## config.mk

```make
export PLATFORM = sky130hd
export DESIGN_NAME = dma4_core
export DESIGN_NICKNAME = d
export VERILOG_FILES = /design/src/rtl/dma4_pkg.sv /design/src/rtl/dma4_chan.sv /design/src/rtl/dma4_engine.sv /design/src/rtl/dma4_core.sv
export SDC_FILE = /design/constraint.sdc
export NUM_CORES = 2
export LEC_CHECK = 0
export BUFFER_PORTS_ARGS = -buffer_cell sky130_fd_sc_hd__buf_2
export CAP_MARGIN = 20
export CELL_PAD_IN_SITES_DETAIL_PLACEMENT = 1
export CELL_PAD_IN_SITES_GLOBAL_PLACEMENT = 1
export CORE_ASPECT_RATIO = 1.2
export CORE_MARGIN = 2
export CORE_UTILIZATION = 45
export CTS_CLUSTER_DIAMETER = 80
export DETAILED_ROUTE_END_ITERATION = 6
export PLACE_DENSITY = 0.73
export SLEW_MARGIN = 40
export SYNTH_ARGS = -nofsm -noshare
export SYNTH_HDL_FRONTEND = slang
export SYNTH_SLANG_ARGS = --single-unit
```

## constraint.sdc

```tcl
create_clock -name clk -period 7.45 [get_ports clk]
set_input_delay 1.1175 -clock clk [delete_from_list [all_inputs] [get_ports clk]]
set_output_delay 1.1175 -clock clk [all_outputs]
set_load 0.01 [all_outputs]
```

## src/rtl/dma4_pkg.sv

```systemverilog
package dma4_pkg;
  // Bit positions software relies on
  localparam int ADR_FIX   = 29;
  localparam int CT_DSZ_LO = 20;
  localparam int CT_RLD    = 22;
  localparam int CT_HW     = 23;
  localparam int CT_HSRC_LO = 24;
  localparam int CT_IE     = 28;
  localparam int TG_ON     = 1;

  // Request routing
  localparam int AUD_CH       = 2;
  localparam int TMR_SKIP_CH  = 1;
  localparam logic [1:0] HSRC_AUD = 2'd0;
  localparam logic [1:0] HSRC_TMR = 2'd3;

  typedef enum logic [2:0] {
    E_IDLE, E_CHK, E_RD, E_RW, E_WR, E_FIN
  } eng_st_t;

  // Size code 3 is treated as a word
  function automatic logic [1:0] bus_size(input logic [1:0] dsz);
    return (dsz == 2'd3) ? 2'd2 : dsz;
  endfunction
endpackage

```

## src/rtl/dma4_chan.sv

```systemverilog
module dma4_chan
  import dma4_pkg::*;
#(
  parameter int IDX = 0,
  parameter int AW  = 29,
  parameter int CW  = 20
) (
  input  logic          clk,
  input  logic          rst_n,
  input  logic          wr_en,
  input  logic [1:0]    wr_sel,
  input  logic [31:0]   wr_data,
  input  logic          aud_req,
  input  logic          tmr_req,
  input  logic          take,
  input  logic          rd_step,
  input  logic          wr_step,
  input  logic          fin,
  output logic          pend,
  output logic          on,
  output logic [AW-1:0] cur_src,
  output logic [AW-1:0] cur_dst,
  output logic [CW-1:0] cur_cnt,
  output logic [AW:0]   src_reg,
  output logic [AW:0]   dst_reg,
  output logic [31:0]   ctl_reg
);
  localparam bit AUD_OK = (IDX == AUD_CH);
  localparam bit TMR_OK = (IDX != TMR_SKIP_CH);

  logic [1:0]    dsz, hsrc;
  logic          hw, rld_dis, hw_hit, trig_chg;
  logic [AW-1:0] step;

  assign dsz     = ctl_reg[CT_DSZ_LO +: 2];
  assign hsrc    = ctl_reg[CT_HSRC_LO +: 2];
  assign hw      = ctl_reg[CT_HW];
  assign rld_dis = ctl_reg[CT_RLD];
  assign step    = AW'(1) << bus_size(dsz);

  assign hw_hit = on && hw &&
                  ((AUD_OK && aud_req && hsrc == HSRC_AUD) ||
                   (TMR_OK && tmr_req && hsrc == HSRC_TMR));
  assign trig_chg = wr_en && wr_sel == 2'd3 && wr_data[TG_ON] != on;

  always_ff @(posedge clk) begin
    if (!rst_n) begin
      pend    <= 1'b0;
      on      <= 1'b0;
      cur_src <= '0;
      cur_dst <= '0;
      cur_cnt <= '0;
      src_reg <= '0;
      dst_reg <= '0;
      ctl_reg <= '0;
    end else begin
      if (wr_en && wr_sel == 2'd0) src_reg <= wr_data[AW:0];
      if (wr_en && wr_sel == 2'd1) dst_reg <= wr_data[AW:0];
      if (wr_en && wr_sel == 2'd2) ctl_reg <= wr_data;
      if (take)   pend <= 1'b0;
      if (hw_hit) pend <= 1'b1;
      if (rd_step && !src_reg[AW]) cur_src <= cur_src + step;
      if (wr_step) begin
        if (!dst_reg[AW]) cur_dst <= cur_dst + step;
        cur_cnt <= cur_cnt - 1'b1;
      end
      if (fin) begin
        if (!rld_dis) begin
          cur_src <= src_reg[AW-1:0];
          cur_dst <= dst_reg[AW-1:0];
          cur_cnt <= ctl_reg[CW-1:0];
        end else begin
          on <= 1'b0;
        end
      end
      if (trig_chg) begin
        on <= wr_data[TG_ON];
        if (wr_data[TG_ON]) begin
          cur_src <= src_reg[AW-1:0];
          cur_dst <= dst_reg[AW-1:0];
          cur_cnt <= ctl_reg[CW-1:0];
          pend    <= !hw;
        end else begin
          pend <= 1'b0;
        end
      end
    end
  end
endmodule

```

## src/rtl/dma4_engine.sv

```systemverilog
module dma4_engine
  import dma4_pkg::*;
#(
  parameter int NCH = 4,
  parameter int AW  = 29,
  parameter int DW  = 32,
  parameter int CHW = $clog2(NCH)
) (
  input  logic           clk,
  input  logic           rst_n,
  input  logic           pend_any,
  input  logic [CHW-1:0] pick,
  input  logic           sel_on,
  input  logic           sel_cnt_zero,
  input  logic [AW-1:0]  sel_src,
  input  logic [AW-1:0]  sel_dst,
  input  logic [1:0]     sel_dsz,
  input  logic           mem_ready,
  input  logic           mem_rvalid,
  input  logic [DW-1:0]  mem_rdata,
  output logic [CHW-1:0] act,
  output logic           take,
  output logic           rd_step,
  output logic           wr_step,
  output logic           fin,
  output logic           mem_valid,
  output logic           mem_we,
  output logic [AW-1:0]  mem_addr,
  output logic [1:0]     mem_size,
  output logic [DW-1:0]  mem_wdata
);
  eng_st_t       st;
  logic [DW-1:0] data_q;

  always_ff @(posedge clk) begin
    if (!rst_n) begin
      st     <= E_IDLE;
      act    <= '0;
      data_q <= '0;
    end else begin
      case (st)
        E_IDLE: if (pend_any) begin
          act <= pick;
          st  <= E_CHK;
        end
        E_CHK: begin
          if (sel_cnt_zero) st <= E_FIN;
          else if (!sel_on) st <= E_IDLE;
          else              st <= E_RD;
        end
        E_RD: if (mem_ready) st <= E_RW;
        E_RW: if (mem_rvalid) begin
          data_q <= mem_rdata;
          st     <= E_WR;
        end
        E_WR: if (mem_ready) st <= E_CHK;
        E_FIN: st <= E_IDLE;
        default: st <= E_IDLE;
      endcase
    end
  end

  assign take      = (st == E_IDLE) && pend_any;
  assign rd_step   = (st == E_RD) && mem_ready;
  assign wr_step   = (st == E_WR) && mem_ready;
  assign fin       = (st == E_FIN);
  assign mem_valid = (st == E_RD) || (st == E_WR);
  assign mem_we    = (st == E_WR);
  assign mem_addr  = (st == E_WR) ? sel_dst : sel_src;
  assign mem_size  = bus_size(sel_dsz);
  assign mem_wdata = data_q;
endmodule

```

## src/rtl/dma4_core.sv

```systemverilog
module dma4_core
  import dma4_pkg::*;
#(
  parameter int NCH = 4,
  parameter int AW  = 29,
  parameter int CW  = 20,
  parameter int DW  = 32,
  parameter int CHW = $clog2(NCH)
) (
  input  logic           clk,
  input  logic           rst_n,
  input  logic           wr_en,
  input  logic [CHW-1:0] wr_ch,
  input  logic [1:0]     wr_sel,
  input  logic [31:0]    wr_data,
  input  logic [CHW-1:0] rd_ch,
  input  logic [2:0]     rd_sel,
  output logic [31:0]    rd_data,
  input  logic           aud_req,
  input  logic           tmr_req,
  output logic [NCH-1:0] irq,
  output logic           mem_valid,
  input  logic           mem_ready,
  output logic           mem_we,
  output logic [AW-1:0]  mem_addr,
  output logic [1:0]     mem_size,
  output logic [DW-1:0]  mem_wdata,
  input  logic           mem_rvalid,
  input  logic [DW-1:0]  mem_rdata
);
  logic [NCH-1:0] pend_v, on_v, rld_v, ie_v;
  logic [AW-1:0]  csrc_a [NCH];
  logic [AW-1:0]  cdst_a [NCH];
  logic [CW-1:0]  ccnt_a [NCH];
  logic [AW:0]    src_a  [NCH];
  logic [AW:0]    dst_a  [NCH];
  logic [31:0]    ctl_a  [NCH];

  logic [CHW-1:0] act, pick;
  logic           take, rd_step, wr_step, fin, pend_any;

  for (genvar g = 0; g < NCH; g++) begin : g_ch
    dma4_chan #(.IDX(g), .AW(AW), .CW(CW)) u_ch (
      .clk     (clk),
      .rst_n   (rst_n),
      .wr_en   (wr_en && wr_ch == CHW'(g)),
      .wr_sel  (wr_sel),
      .wr_data (wr_data),
      .aud_req (aud_req),
      .tmr_req (tmr_req),
      .take    (take && pick == CHW'(g)),
      .rd_step (rd_step && act == CHW'(g)),
      .wr_step (wr_step && act == CHW'(g)),
      .fin     (fin && act == CHW'(g)),
      .pend    (pend_v[g]),
      .on      (on_v[g]),
      .cur_src (csrc_a[g]),
      .cur_dst (cdst_a[g]),
      .cur_cnt (ccnt_a[g]),
      .src_reg (src_a[g]),
      .dst_reg (dst_a[g]),
      .ctl_reg (ctl_a[g])
    );
    assign rld_v[g] = ctl_a[g][CT_RLD];
    assign ie_v[g]  = ctl_a[g][CT_IE];
    assign irq[g]   = fin && act == CHW'(g) && ie_v[g];
  end

  // Lowest pending channel wins
  always_comb begin
    pick = '0;
    for (int k = NCH - 1; k >= 0; k--)
      if (pend_v[k]) pick = CHW'(k);
  end
  assign pend_any = |pend_v;

  dma4_engine #(.NCH(NCH), .AW(AW), .DW(DW), .CHW(CHW)) u_eng (
    .clk          (clk),
    .rst_n        (rst_n),
    .pend_any     (pend_any),
    .pick         (pick),
    .sel_on       (on_v[act]),
    .sel_cnt_zero (ccnt_a[act] == '0),
    .sel_src      (csrc_a[act]),
    .sel_dst      (cdst_a[act]),
    .sel_dsz      (ctl_a[act][CT_DSZ_LO +: 2]),
    .mem_ready    (mem_ready),
    .mem_rvalid   (mem_rvalid),
    .mem_rdata    (mem_rdata),
    .act          (act),
    .take         (take),
    .rd_step      (rd_step),
    .wr_step      (wr_step),
    .fin          (fin),
    .mem_valid    (mem_valid),
    .mem_we       (mem_we),
    .mem_addr     (mem_addr),
    .mem_size     (mem_size),
    .mem_wdata    (mem_wdata)
  );

  always_comb begin
    case (rd_sel)
      3'd0:    rd_data = 32'(src_a[rd_ch]);
      3'd1:    rd_data = 32'(dst_a[rd_ch]);
      3'd2:    rd_data = ctl_a[rd_ch];
      3'd3:    rd_data = 32'(on_v[rd_ch]) << TG_ON;
      3'd4:    rd_data = 32'(ccnt_a[rd_ch]);
      3'd5:    rd_data = 32'(csrc_a[rd_ch]);
      3'd6:    rd_data = 32'(cdst_a[rd_ch]);
      default: rd_data = '0;
    endcase
  end
endmodule

```

Word level (Yosys, flattened, before mapping)
Index checks and enable logic that the tools add are counted.
- bits in registers: 725
- bits of input ports: 80
- output and inout bits: 101
- word-level logic and storage cells: 338
- $add $sub $neg: 12
- order comparisons: 4
- equal/unequal tests: 39
- shift-type cells: 4
- multiplexer cells: 143
- bitwise gates (word level): 2
- reduce and logical (&&, ||, !) cells: 99
- operator list (kind ; count):
    29-bit two-way mux ; 53
    20-bit two-way mux ; 24
    29-bit adder ; 8
    29-bit binary-select mux with 2-bit select ; 4
    32-bit one-hot mux with 7 select lines ; 1
    32-bit binary-select mux with 2-bit select ; 2
    30-bit binary-select mux with 2-bit select ; 2
    30-bit two-way mux ; 4
    1-bit by 2-bit << shifter with 29-bit output (first input constant) ; 4
    20-bit binary-select mux with 2-bit select ; 2
    20-bit by 1-bit subtractor with 20-bit output (second input constant) ; 4
    32-bit two-way mux ; 2
    1-bit logical AND ; 61
    22-bit two-way mux ; 2
    2-bit equality test (second input constant) ; 16
    1-bit two-way mux ; 29
    20-bit logical NOT ; 1
    2-bit two-way mux ; 10
    2-bit nonzero test ; 9
    3-bit equality test (second input constant) ; 5
    3-bit two-way mux ; 5
    3-bit one-hot mux with 5 select lines ; 1
    3-bit by 2-bit equality test with 1-bit output (second input constant) ; 4
    2-bit AND reduction ; 6
    16 further kinds ; 44

Logic depth before layout (Yosys ltp)
- word-level depth: 10
- gate-level depth with buffers: 10
- depth with buffers taken out: 8

Hierarchy
Synthesis repeated with hierarchy kept, for this count alone.
- cell total of the unflattened synthesis: 4617
- area, all modules: 39749.4 um^2
- modules (own cells, without submodules) (module ; instances ; cells each ; area an instance (um^2) ; sequential area each (um^2)):
    dma4_chan (g_ch[2].u_ch) ; 1 ; 943 ; 7724.9 ; 3443.3
    dma4_chan (g_ch[3].u_ch) ; 1 ; 952 ; 7698.6 ; 3443.3
    dma4_chan (g_ch[1].u_ch) ; 1 ; 951 ; 7668.6 ; 3443.3
    dma4_chan (g_ch[0].u_ch) ; 1 ; 945 ; 7607.3 ; 3443.3
    dma4_core ; 1 ; 616 ; 7129.3 ; 0.0
    dma4_engine ; 1 ; 210 ; 1920.6 ; 740.7

Least setup slack after synthesis
No wires, ideal clock.
- kind: input port to output port
- from: in rd_ch[0]
- to: out rd_data[3]
- arrival time: 2.838 ns
- required time: 6.332 ns
- path slack: 3.495 ns
- stages: 7
- path buffers: 4
- cell sequence: buf_2 buf_2 clkbuf_1 clkbuf_1 mux4_2 a32oi_1 nand3_1
- longest elaborated chain between the ends: 5
- elaborated cells between the ends (all ways): 20
- those cells by class: mux (19); bitwise (1)
- ends and longest elaborated chain (element ; RTL line ; RTL):
    start, declared ; dma4_core.sv:16 ; input logic [CHW-1:0] rd_ch,
    2-bit inverter with 3-bit output (implied by the code) (*) ; n/a ;
    29-bit binary-select mux with 2-bit select (tied with other cells) ; dma4_core.sv:110 ; 3'd6: rd_data = 32'(cdst_a[rd_ch]);
    29-bit two-way mux (implied by the code) (tied with other cells) (2 in series) ; dma4_core.sv:110 ;
    32-bit one-hot mux with 7 select lines (*) ; dma4_core.sv:103 ; case (rd_sel)
    end, declared ; dma4_core.sv:18 ; output logic [31:0] rd_data,
Mark *: on every way between the ends. The rest lies on a longest branch, timed or not. The select of a mux whose other input is x is not followed.

Worst setup path after layout
- from: in rd_ch[1]
- to: out rd_data[19]
The elaborated chain is that of the path after synthesis.

==> metrics.cfg <==
[logic_synthesis]
synth_flop_cell = dfxtp_1
netlist_area_um2 = 39300
synth-async-reset-ratio = 0
synthCells = 4567
synth_edf_count = 0
synth.distinct_cells = 86
avgSynthCellArea_um2 = 8.61
ys_seq_elements = 725
ys_seq_area_frac = 0.369
ys.warnings.count = 0

[worst_setup_path]
crit_path_start_kind = primary input
endpoint_kind = output pin
required_ns = 6.33
crit_type = primary input to output pin
arrival_ns = 3.91
crit_fanout = 61

[route]
wl_per_cell_um = 30.4
drcViolationCount = 0
vias_per_cell = 6.70
drtIter0Drc = 4416
wl_um = 175000
via_count = 38400
drt_pass1_iterations = 7
ant_nets = 0

[placement]
hpwl_um = 121000
place_congestion = 0.932
portBuffers = 180
pre_cts_slack_ns = 2.61

[power_and_ir_drop]
powerDensity_nw_per_um2 = 211
ir_drop_mv = 0.157
total_leakage_power_uw = 0.0145
finalPower_uw = 9320

[clocking]
cts_setup_buffers = 0
htreeDepth = 3
cts_hold_buffers = 0
clock-sinks = 725
cts_root_buf = clkbuf_16
clock_latency_ns = 0.67
cts.clk_slew.worst_paths_ns = 0.06
cts_resized = 0
cts_buffers = 81
cts_tree = built
cts.path.max_buffers = 3

[run_status]
status = complete, no violations

[grt]
grt_pass1_vias = 38500
grt_pass1_wl_um = 257000
track_usage = 0.382
grt_max_degree = 196
grt-ovfl-total = 0
antenna_found_initial = 15

[cells_and_area]
largest_register_ffs = 128
nets = 4643
fill_cells = 10100
utilization = 0.509
areaGrowthSynthToFinish_pct = 12.0
layout_commonest_cell = nand2_1
final_cell_mix = nand2_1 (930), dfxtp_1 (723), a21oi_1 (668)
drive_above_1_share = 0.166

[floorplanning]
fp-row-count = 118
die-height_um = 328
die_area_um2 = 89800
die_w_um = 274
initial_core_util = 0.455
ioPinCount = 181
core_area_um2 = 86500

[timing]
fin_worst_skew_ns = 0.0277
setup_ws_ns = 2.43
grt_setup_unrepaired = false
setup_viol = 0
worst_pin_slew_ns = 1.00
fin_hold_ws_ns = 0.452
period_minus_slack_ns = 5.02
period_share = 0.674
maxSlewHeadroom = 0.333
setup_tns_ns = 0
slew_viol_final = 0
hold_violations = 0
fmaxAchievable_ghz = 0.199

[flow_run]
maxCapViolCount = 0

[min_path]
hp-class = flop to flop

==> cell usage after synthesis (36+ instances only) <==
library cell,n,area [um2]
nor4_1,41,257
a21oi_1,671,3360
nor2_1,125,469
a31oi_1,36,225
mux4_2,230,5180
nand3_1,102,510
nand4_1,75,469
o21ai_0,297,1490
clkbuf_1,323,1210
a211oi_1,48,360
xnor2_1,182,1590
a22oi_1,47,353
nand2_1,936,3510
nor3_1,65,325
dfxtp_1,725,14500
xor2_1,90,788
buf_2,44,220
==> metal layers <==
layer,global-route usage,wire length (um),up-vias
met5,0,41,-
met4,0.207,10200,8
met3,0.0760,16000,532
met2,0.612,80800,1970
met1,0.485,67500,19500
li1,-,-,16400
==> cell type report <==
type,count,area (um2),area share
multi-input combinational,3418,23400,0.532
sequential,725,14500,0.330
clock buffer,118,2500,0.0568
timing repair buffer,268,1780,0.0405
tap,1140,1430,0.0324
clock inverter,28,231,0.00525
inverter,33,131,0.00298
antenna,8,20.0,0.000454
==> cell families after synthesis <==
family / synth area share
and+or+nand+nor: 0.191
AOI/OAI and AO/OA: 0.172
DFF: 0.369
buffers and inverters: 0.0433
muxes: 0.147
xor gates and xnor gates: 0.0606
adders and majority gates: 0.0163
other: 0.0000954
==> through the flow <==
step	cell area, um2	cells
2_1_floorplan	39400	4574
3_3_place_gp	41000	5572
3_5_place_dp	41200	5580
4_1_cts	43900	5726
5_1_grt	44000	5733
6_report	44100	5738
==> critical path, stage by stage <==
cell	delay [ns]
buf_8	0.51
buf_4	0.68
mux4_2	0.41
a22oi_1	0.48
nand3_1	0.37
buf_2	0.26
==> report_power, final <==
group / leakage [uW] / switching, uW / total (uW) / internal, uW
clock: 0.00137 / 1790 / 4220 / 2430
sequential: 0.00585 / 129 / 4090 / 3960
combinational: 0.00729 / 660 / 1010 / 350
==> path summary, 6_finish.rpt <==
kind / from / to / slack, ns / cells past startpoint
max: rd_ch[1] / rd_data[19] / 2.43 / 6
min: u_eng.mem_wdata[4] / u_eng.mem_wdata[4] / 0.45 / 2
max reg2reg: u_eng.act[1] / g_ch[0].u_ch.cur_dst[6] / 3.71 / 7
min reg2reg: u_eng.mem_wdata[4] / u_eng.mem_wdata[4] / 0.45 / 2
No activity file was read; power rests on OpenSTA's default activity.
